File: config.mk
export PLATFORM = sky130hd
export DESIGN_NAME = i2c_pair_slave
export DESIGN_NICKNAME = d
export VERILOG_FILES = /design/src/rtl/i2cps_pkg.sv /design/src/rtl/i2cps_filter.sv /design/src/rtl/i2cps_busev.sv /design/src/rtl/i2c_pair_slave.sv
export SDC_FILE = /design/constraint.sdc
export NUM_CORES = 1
export LEC_CHECK = 0
export BUFFER_PORTS_ARGS = -buffer_cell sky130_fd_sc_hd__buf_2
export CAP_MARGIN = 20
export CORE_UTILIZATION = 52
export DETAILED_ROUTE_END_ITERATION = 8
export GPL_ROUTABILITY_DRIVEN = 0
export GPL_TIMING_DRIVEN = 0
export PLACE_DENSITY = 0.72
export SETUP_SLACK_MARGIN = 0.2
export SYNTH_ARGS = -nofsm -noshare
export SYNTH_HDL_FRONTEND = slang
export SYNTH_SLANG_ARGS = --single-unit
File: constraint.sdc
create_clock -name clk -period 1.7 [get_ports clk]
set_input_delay 0.34 -clock clk [delete_from_list [all_inputs] [get_ports clk]]
set_output_delay 0.34 -clock clk [all_outputs]
set_load 0.005 [all_outputs]
File: src/rtl/i2cps_pkg.sv
package i2cps_pkg;
    typedef enum logic [2:0] {
        ST_IDLE,
        ST_ADDR,
        ST_ADDR_ACK,
        ST_WRX,
        ST_WR_ACK,
        ST_TX,
        ST_TX_ACK,
        ST_HOLD
    } eng_state_t;
endpackage

File: src/rtl/i2cps_filter.sv
module i2cps_filter #(
    parameter int FILT_CYCLES = 5
) (
    input  logic clk,
    input  logic rst_n,
    input  logic din,
    output logic dout
);
    localparam int CW = $clog2(FILT_CYCLES + 1);
    localparam logic [CW-1:0] CNT_LAST = CW'(FILT_CYCLES - 1);

    logic          s1, s2;
    logic [CW-1:0] cnt;

    always_ff @(posedge clk or negedge rst_n) begin
        if (!rst_n) begin
            s1   <= 1'b1;
            s2   <= 1'b1;
            cnt  <= '0;
            dout <= 1'b1;
        end else begin
            s1 <= din;
            s2 <= s1;
            if (s2 == dout) begin
                cnt <= '0;
            end else if (cnt == CNT_LAST) begin
                dout <= s2;
                cnt  <= '0;
            end else begin
                cnt <= cnt + 1'b1;
            end
        end
    end


    glitch_hold_chk: assert property (@(posedge clk) disable iff (!rst_n)
        (dout != $past(dout)) |-> ($past(s2, 2) == dout));
endmodule

File: src/rtl/i2cps_busev.sv
module i2cps_busev (
    input  logic clk,
    input  logic rst_n,
    input  logic scl_f,
    input  logic sda_f,
    output logic scl_rise,
    output logic scl_fall,
    output logic start_det,
    output logic stop_det
);
    logic scl_q, sda_q;

    always_ff @(posedge clk or negedge rst_n) begin
        if (!rst_n) begin
            scl_q <= 1'b1;
            sda_q <= 1'b1;
        end else begin
            scl_q <= scl_f;
            sda_q <= sda_f;
        end
    end

    assign scl_rise  = scl_f & ~scl_q;
    assign scl_fall  = ~scl_f & scl_q;
    assign start_det = scl_f & scl_q & sda_q & ~sda_f;
    assign stop_det  = scl_f & scl_q & ~sda_q & sda_f;
endmodule

File: src/rtl/i2c_pair_slave.sv
module i2c_pair_slave
    import i2cps_pkg::*;
#(
    parameter int          FILT_CYCLES = 5,
    parameter logic [3:0]  ADDR_FIXED  = 4'b0100,
    parameter int          PTR_W       = 3
) (
    input  logic             clk,
    input  logic             rst_n,
    input  logic             scl_i,
    input  logic             sda_i,
    output logic             sda_oe,
    input  logic [2:0]       dev_sel,
    output logic [PTR_W-1:0] reg_addr,
    output logic [7:0]       wr_data,
    output logic             wr_en,
    output logic             rd_req,
    input  logic [7:0]       rd_data
);
    localparam int BYTE_W = 8;
    localparam int CNT_W  = $clog2(BYTE_W + 1);
    localparam logic [CNT_W-1:0] LAST_RX = CNT_W'(BYTE_W);
    localparam logic [CNT_W-1:0] LAST_TX = CNT_W'(BYTE_W - 1);
    localparam int NLINES = 2;

    // line conditioning: index 0 = SCL, 1 = SDA
    logic [NLINES-1:0] raw_lines, filt_lines;
    assign raw_lines = {sda_i, scl_i};

    for (genvar g = 0; g < NLINES; g++) begin : g_line
        i2cps_filter #(.FILT_CYCLES(FILT_CYCLES)) u_filt (
            .clk  (clk),
            .rst_n(rst_n),
            .din  (raw_lines[g]),
            .dout (filt_lines[g])
        );
    end

    logic scl_f, sda_f;
    logic scl_rise, scl_fall, start_det, stop_det;
    assign scl_f = filt_lines[0];
    assign sda_f = filt_lines[1];

    i2cps_busev u_busev (
        .clk      (clk),
        .rst_n    (rst_n),
        .scl_f    (scl_f),
        .sda_f    (sda_f),
        .scl_rise (scl_rise),
        .scl_fall (scl_fall),
        .start_det(start_det),
        .stop_det (stop_det)
    );

    eng_state_t       state, state_nx;
    logic [CNT_W-1:0] bitcnt;
    logic [7:0]       shreg;
    logic [7:0]       txbyte;
    logic [PTR_W-1:0] ptr;
    logic             rw_q;
    logic             first_q;
    logic             wr_pend;
    logic             mack_q;
    logic             addr_hit;

    assign addr_hit = (shreg[7:4] == ADDR_FIXED) && (shreg[3:1] == dev_sel);

    // next-state logic
    always_comb begin
        state_nx = state;
        if (start_det) begin
            state_nx = ST_ADDR;
        end else if (stop_det) begin
            state_nx = ST_IDLE;
        end else begin
            unique case (state)
                ST_IDLE:     state_nx = ST_IDLE;
                ST_ADDR:     if (scl_fall && bitcnt == LAST_RX)
                                 state_nx = addr_hit ? ST_ADDR_ACK : ST_IDLE;
                ST_ADDR_ACK: if (scl_fall) state_nx = rw_q ? ST_TX : ST_WRX;
                ST_WRX:      if (scl_fall && bitcnt == LAST_RX) state_nx = ST_WR_ACK;
                ST_WR_ACK:   if (scl_fall) state_nx = ST_WRX;
                ST_TX:       if (scl_fall && bitcnt == LAST_TX) state_nx = ST_TX_ACK;
                ST_TX_ACK:   if (scl_fall) state_nx = mack_q ? ST_TX : ST_HOLD;
                ST_HOLD:     state_nx = ST_HOLD;
                default:     state_nx = ST_IDLE;
            endcase
        end
    end

    // state register
    always_ff @(posedge clk or negedge rst_n) begin
        if (!rst_n) state <= ST_IDLE;
        else        state <= state_nx;
    end

    // datapath and output registers
    always_ff @(posedge clk or negedge rst_n) begin
        if (!rst_n) begin
            bitcnt  <= '0;
            shreg   <= '0;
            txbyte  <= 8'hFF;
            ptr     <= '0;
            rw_q    <= 1'b0;
            first_q <= 1'b0;
            wr_pend <= 1'b0;
            mack_q  <= 1'b0;
            wr_en   <= 1'b0;
            wr_data <= '0;
            rd_req  <= 1'b0;
        end else begin
            wr_en  <= 1'b0;
            rd_req <= 1'b0;
            if (start_det || stop_det) begin
                bitcnt  <= '0;
                wr_pend <= 1'b0;
                txbyte  <= 8'hFF;
            end else begin
                unique case (state)
                    ST_ADDR: begin
                        if (scl_rise) begin
                            shreg  <= {shreg[6:0], sda_f};
                            bitcnt <= bitcnt + 1'b1;
                        end
                        if (scl_fall && bitcnt == LAST_RX) begin
                            rw_q <= shreg[0];
                            if (addr_hit && shreg[0]) rd_req <= 1'b1;
                        end
                    end
                    ST_ADDR_ACK: begin
                        if (scl_fall) begin
                            bitcnt  <= '0;
                            first_q <= 1'b1;
                            if (rw_q) txbyte <= rd_data;
                        end
                    end
                    ST_WRX: begin
                        if (scl_rise) begin
                            shreg  <= {shreg[6:0], sda_f};
                            bitcnt <= bitcnt + 1'b1;
                        end
                        if (scl_fall && bitcnt == LAST_RX) begin
                            if (first_q) begin
                                ptr     <= shreg[PTR_W-1:0];
                                first_q <= 1'b0;
                            end else begin
                                wr_en   <= 1'b1;
                                wr_data <= shreg;
                                wr_pend <= 1'b1;
                            end
                        end
                    end
                    ST_WR_ACK: begin
                        if (scl_fall) begin
                            bitcnt <= '0;
                            if (wr_pend) begin
                                ptr[0]  <= ~ptr[0];
                                wr_pend <= 1'b0;
                            end
                        end
                    end
                    ST_TX: begin
                        if (scl_fall) begin
                            bitcnt <= bitcnt + 1'b1;
                            txbyte <= (bitcnt == LAST_TX) ? 8'hFF : {txbyte[6:0], 1'b1};
                        end
                    end
                    ST_TX_ACK: begin
                        if (scl_rise) begin
                            mack_q <= ~sda_f;
                            if (!sda_f) begin
                                ptr[0] <= ~ptr[0];
                                rd_req <= 1'b1;
                            end
                        end
                        if (scl_fall) begin
                            bitcnt <= '0;
                            if (mack_q) txbyte <= rd_data;
                        end
                    end
                    ST_IDLE, ST_HOLD: ;
                    default: ;
                endcase
            end
        end
    end

    always_comb begin
        unique case (state)
            ST_ADDR_ACK, ST_WR_ACK: sda_oe = 1'b1;
            ST_TX:                  sda_oe = ~txbyte[7];
            default:                sda_oe = 1'b0;
        endcase
    end

    assign reg_addr = ptr;


    sda_stable_chk: assert property (@(posedge clk) disable iff (!rst_n)
        (scl_f && $past(scl_f)) |-> $stable(sda_oe));


    wr_pulse_chk: assert property (@(posedge clk) disable iff (!rst_n)
        wr_en |=> !wr_en);


    rd_pulse_chk: assert property (@(posedge clk) disable iff (!rst_n)
        rd_req |=> !rd_req);


    ptr_edge_chk: assert property (@(posedge clk) disable iff (!rst_n)
        !$stable(reg_addr) |-> $past(scl_rise || scl_fall));


    hold_quiet_chk: assert property (@(posedge clk) disable iff (!rst_n)
        (state == ST_HOLD) |-> (!sda_oe && !rd_req));
endmodule

After elaboration in Yosys (flattened, before gate mapping)

Cells that the tools add are included.
Widths: inputs -> output; s select.

Register bits: 54
Input port bits: 15
Output and inout bits: 14
Logic and storage cells: 163

Add/sub/neg operators: 3
Equal/unequal tests: 38
Mux-type cells: 55
Bitwise operators: 17
Reductions and logical operators: 27

Operators by type and width:

| kind                | number |
|---|---|
| $mux 8              | 7 |
| $mux 3              | 13 |
| $ne 3x3->1 const B  | 8 |
| $ne 4x4->1 const B  | 6 |
| $pmux 3 s8          | 1 |
| $pmux 8 s3          | 1 |
| $mux 1              | 21 |
| $reduce_and 4->1    | 5 |
| $eq 3x3->1 const B  | 6 |
| $mux 4              | 4 |
| $ne 2x2->1 const B  | 7 |
| $pmux 4 s3          | 1 |
| $reduce_and 6->1    | 2 |
| $not 1->1           | 10 |
| $reduce_and 3->1    | 3 |
| $eq 4x3->1 const B  | 2 |
| $pmux 1 s2          | 4 |
| $reduce_and 8->1    | 1 |
| $reduce_bool 4->1   | 2 |
| $and 1x1->1         | 7 |
| $add 3x1->3 const B | 2 |
| $eq 3x2->1 const B  | 2 |
| $ne 3x1->1 const B  | 2 |
| $reduce_bool 3->1   | 2 |
| 14 further kinds    | 21 |

Depth between registers and ports, before layout

Word-level depth: 7
Gate-level depth with buffers: 7
Mapped depth without buffers: 6

By module

A second synthesis with hierarchy kept.

Cell total of the unflattened synthesis: 235
Area total of the unflattened synthesis: 2686.3 um^2

By module, submodules not included:

| module         | times used | cells an instance | area an instance (um^2) | sequential area each (um^2) |
|---|---|---|---|---|
| i2c_pair_slave | 1          | 193               | 2113.3                  | 1011.0 |
| i2cps_filter   | 2          | 18                | 244.0                   | 153.9 |
| i2cps_busev    | 1          | 6                 | 85.1                    | 52.6 |

Worst setup path after synthesis

No wires, ideal clock.

Path kind: register to register
From: register g_line[1].u_filt.dout
To: register ptr[0] (netlist: reg_addr[0])
Library setup time: 125 ps
Arrival: 1709 ps
Data required time: 1575 ps
Slack: -134 ps
Cell stages (with the launch flop): 7
Buffers on the path: 2
Clock period less this slack: 1834 ps
Cells stage by stage: dfstp_2 buf_2 xnor2_2 nor2_1 buf_2 a2111oi_2 mux2_2

Cells in the longest elaborated chain, start to end: 5
Elaborated cells between the ends (all ways): 7
Classes of those cells: 1 x eq/ne; 4 x bitwise; 2 x reduce/logical

Ends and longest elaborated chain:

| element                             | RTL line              | RTL |
|---|---|---|
| from (decl)                         | i2cps_filter.sv:7     | `output logic dout` |
| from (signal assigned)              | i2cps_filter.sv:20    | `dout <= 1'b1;` |
| from (signal assigned)              | i2cps_filter.sv:27    | `dout <= s2;` |
| $not 1->1                           | i2cps_busev.sv:25     | `assign start_det = scl_f & scl_q & sda_q & ~sda_f;` |
| $and 1x1->1                         | i2cps_busev.sv:25     |  |
| $logic_or 1x1->1                    | i2c_pair_slave.sv:114 | `if (start_det \|\| stop_det) begin` |
| $not 1->1 (no source line)          | n/a                   |  |
| $reduce_and 8->1 (no source line) * | n/a                   |  |
| to (signal assigned)                | i2c_pair_slave.sv:144 | `ptr <= shreg[PTR_W-1:0];` |
| to (signal assigned)                | i2c_pair_slave.sv:157 | `ptr[0] <= ~ptr[0];` |
| to (signal assigned)                | i2c_pair_slave.sv:172 | `ptr[0] <= ~ptr[0];` |
| to (decl)                           | i2c_pair_slave.sv:59  | `logic [PTR_W-1:0] ptr;` |

Every way passes the cells marked *; elsewhere a longest branch is shown, timed or not.
A chain may end at the register's enable or synchronous reset.

Worst setup path after layout

From: register bitcnt[0]
To: register wr_data[3]

Cells in the longest elaborated chain, start to end: 3

Ends and longest elaborated chain:

| element                           | RTL line              | RTL |
|---|---|---|
| from (decl)                       | i2c_pair_slave.sv:56  | `logic [CNT_W-1:0] bitcnt;` |
| from (signal assigned)            | i2c_pair_slave.sv:123 | `bitcnt <= bitcnt + 1'b1;` |
| from (signal assigned)            | i2c_pair_slave.sv:140 | `bitcnt <= bitcnt + 1'b1;` |
| from (signal assigned)            | i2c_pair_slave.sv:164 | `bitcnt <= bitcnt + 1'b1;` |
| $eq 4x4->1                        | i2c_pair_slave.sv:142 | `if (scl_fall && bitcnt == LAST_RX) begin` |
| $logic_and 1x1->1                 | i2c_pair_slave.sv:142 |  |
| $reduce_and 4->1 (no source line) | n/a                   |  |
| to (signal assigned)              | i2c_pair_slave.sv:148 | `wr_data <= shreg;` |
| to (decl)                         | i2c_pair_slave.sv:15  | `output logic [7:0] wr_data,` |

Every way passes these cells.

==> results.yml <==
run_status:
  outcome: "complete, but fails checks"
  violations: "negative setup slack"
power_and_ir_drop:
  power.density_mw_per_mm2: 1640
  total_power_mw: 6.39
  leakage_nw: 1.76
  peakVddDrop_v: 0.000858
logic_synthesis:
  synth_fp_nets: 255
  ys.flop_type: "dfrtp_1"
  ys_async_sr_fraction_pct: 100
  yosysSeqAreaShare_pct: 51.0
  synth-compound-area-share_pct: 14.0
  syn_inst: 234
  synth_top_family_by_area: "compound AO/OA/AOI/OAI gates"
  avgSynthCellArea_sq_um: 11.5
  synth_mux_area_share_pct: 13.7
  syn_area_sq_mm: 0.00269
  synthSimpleGateAreaFrac_pct: 11.5
  synth_edf_count: 0
  synthAdderAreaFrac_pct: 2.79
  synth_seq_cells: 54
  synth_cell_types: 55
  synth_xor_area_share_pct: 2.56
  ys_warn_count: 0
finish:
  layout-drive-gt1-share_pct: 57.8
  fin_area_sq_mm: 0.00391
  fillCellCount: 278
  antenna_cells: 0
  final_nets: 333
  multiInputGateArea_sq_mm: 0.00161
  synthToLayoutAreaGrowth_pct: 45.4
  regArea_sq_mm: 0.00137
worst_setup_path:
  r2r_end: "wr_data[3]"
  rr_worst_depth: 7
  crit_path_end_kind: "flop"
  r2r_start: "bitcnt[0]"
  startpoint_type: "flop"
  worst_ep_arrival_time_ns: 2.06
  cp.required_ns: 1.90
  crit_type: "reg2reg"
  worst-path-max-fanout: 5
  reg2reg_slack_ns: -0.16
route:
  vias: 2278
  wl_per_cell_um: 19.9
  drtIter0Drc: 259
  drc: 0
  via_per_inst: 5.99
  drt_wl_total_um: 7580
  ant_nets: 0
  dr.pass1.iters: 5
timing:
  max_freq_mhz: 537
  maxSlewViolCount: 0
  skew_ns: 0.0184
  worst_pin_slew_ns: 0.608
  fin_crit_sh_pct: 109
  slew-limit-headroom_pct: 59.4
  fin_crit_ns: 1.86
  setup_viol: 23
  rsz0062_at_grt: "yes"
  fin_ws_ns: -0.161
  hold_viol_final: 0
cts:
  cts_tree: "yes"
  cts_made_buffers: 5
  hold_buffers: 0
  clkLatencyLatePin_ns: 0.32
  cts_root_buf: "clkbuf_8"
  clock-sinks: 54
  cts.reportedPaths.clkPinSlew_ns: 0.10
  htree_levels: 2
  clock_path_buffers: 2
grt:
  grt_overflow: 0
  antenna_found_initial: 0
  grt_max_degree: 30
  grt_pass1_vias: 2155
  grt_use_total_pct: 25.9
  grt_pass1_wl_um: 10500
floorplanning:
  core_sq_mm: 0.00485
  die_width_um: 73.9
  dieArea_sq_mm: 0.00546
  initial_core_util_pct: 55.4
  io_pins: 29
  die_h_um: 73.9
  rows: 25
run:
  maxCapViolCount: 0
worst_hold_path:
  worstHoldPathType: "in2async"
place:
  hpwl_um: 3640
  placed_cell_area_sq_mm: 0.00302
  port_buffers: 28
## report_power, final
group / internal [mW] / total [mW] / leakage [nW] / switching (mW)
logic: 1.91 / 3.69 / 1.05 / 1.78
clock network: 0.291 / 0.716 / 0.0374 / 0.425
registers: 1.68 / 1.99 / 0.671 / 0.306
## synth_stat cells (all sizes together) (2+ instances only)
library cell | instances | share of area (%)
a21o | 2 | 0.56
a31oi | 4 | 0.93
o31ai | 4 | 1.1
o22ai | 9 | 2.1
nor4b | 2 | 0.65
xnor2 | 5 | 1.9
nand3b | 2 | 0.56
dfrtp | 38 | 35
and3 | 2 | 0.47
nor3 | 3 | 0.56
inv | 18 | 2.5
buf | 8 | 1.4
a41oi | 2 | 0.65
nor2 | 9 | 1.3
or3 | 2 | 0.47
nor3b | 7 | 2.1
nand2b | 7 | 1.6
mux2i | 12 | 4.5
xor2 | 2 | 0.65
clkbuf | 3 | 0.47
nand2 | 9 | 1.3
a21oi | 5 | 1.1
nand3 | 2 | 0.37
ha | 6 | 2.8
nor2b | 4 | 0.93
dfstp | 16 | 16
a211oi | 2 | 0.56
mux2 | 22 | 9.2
o21ai | 7 | 1.3
## state kept, by name, indices dropped and copies added (netlist names)
register	flops
g_line.u_filt.dout	2
reg_addr	3
g_line.u_filt.cnt	6
rd_req	1
u_busev.scl_q	1
wr_en	1
mack_q	1
g_line.u_filt.s1	2
wr_pend	1
u_busev.sda_q	1
bitcnt	4
shreg	8
rw_q	1
g_line.u_filt.s2	2
first_q	1
state	3
wr_data	8
txbyte	8
## layout by cell type (no fill, tap or decap), types with 4 or more instances in the layout
| cell type | count |
|---|---|
| dfrtp_1 | 37 |
| buf_4 | 30 |
| buf_2 | 28 |
| dfstp_2 | 16 |
| inv_1 | 14 |
| buf_6 | 14 |
| mux2_2 | 12 |
| mux2i_1 | 11 |
| mux2_4 | 10 |
| nand2_1 | 8 |
| o22ai_2 | 8 |
| nor2_1 | 7 |
| buf_8 | 5 |
| ha_1 | 5 |
| clkbuf_8 | 5 |
| inv_2 | 4 |
| xnor2_1 | 4 |
| nor3b_1 | 4 |
| nand2b_4 | 4 |
| o21ai_0 | 4 |
| buf_12 | 4 |
## critical path: stages (launching register included)
cell and delay (ns):
dfrtp_1 0.41, inv_2 0.09, ha_4 0.12, and2b_2 0.20, nand3_2 0.13, or3_4 0.37, buf_6 0.15, mux2_2 0.27
## routing by layer
layer / GRT usage, % / up-vias / share of wire [%] / routed length, um
met5: 0 / - / 0 / 0
met4: 9.83 / 0 / 3.5 / 264
met3: 4.66 / 27 / 6.8 / 513
met2: 43.4 / 102 / 50 / 3780
met1: 33.2 / 1139 / 40 / 3020
li1: - / 1010 / - / -
## worst max path at each step
stage,start,end,slack [ns],depth (start not counted)
floorplan,u_busev.scl_q,reg_addr[0],-0.03,5
global placement,state[0],txbyte[5],-0.17,5
detailed placement,state[0],txbyte[2],-0.18,5
CTS,bitcnt[0],wr_data[5],-0.08,7
global route,bitcnt[0],wr_data[3],-0.19,7
finish,bitcnt[0],wr_data[3],-0.16,7
## cells by family (layout without fill, tap and decap cells)
group / count (synthesis) / in the layout
buffers and inverters: 29 / 108
adders and majority gates: 6 / 6
AOI/OAI and AO/OA: 51 / 51
xor gates and xnor gates: 7 / 7
DFF: 54 / 54
and+or+nand+nor: 53 / 53
muxes: 34 / 34
## final cells by class
cell class	count	area share (%)
Buffer	11	3.40
Clock buffer	6	1.86
Clock inverter	2	0.384
Inverter	18	1.73
Multi-Input combinational cell	151	41.3
Sequential cell	54	35.1
Tap cell	67	2.15
Timing Repair Buffer	71	14.1
## per-stage QoR
stage	instances	hold WS, ns	setup slack, ns	setup TNS (ns)	util (%)
global route	380	0.0698	-0.185	-3.00	80.6
detailed placement	330	0.348	-0.179	-3.56	62.4
CTS	368	0.0444	-0.0815	-0.651	75.3
finish	380	0.0184	-0.161	-2.21	80.6
global placement	329	0.346	-0.173	-3.40	62.0
floorplan	234	0.0444	-0.0340	-0.0340	-
## timing repair
item / CTS / global route
gates cloned: 2 / 0
buffers inserted: 28 / 12
endpoints found under the setup margin: 41 / 40
endpoints found under the hold margin: 0 / 0
resized for setup: 69 / 32
pin swaps: 12 / 10
Note: power is estimated with default switching activity, not from simulation.
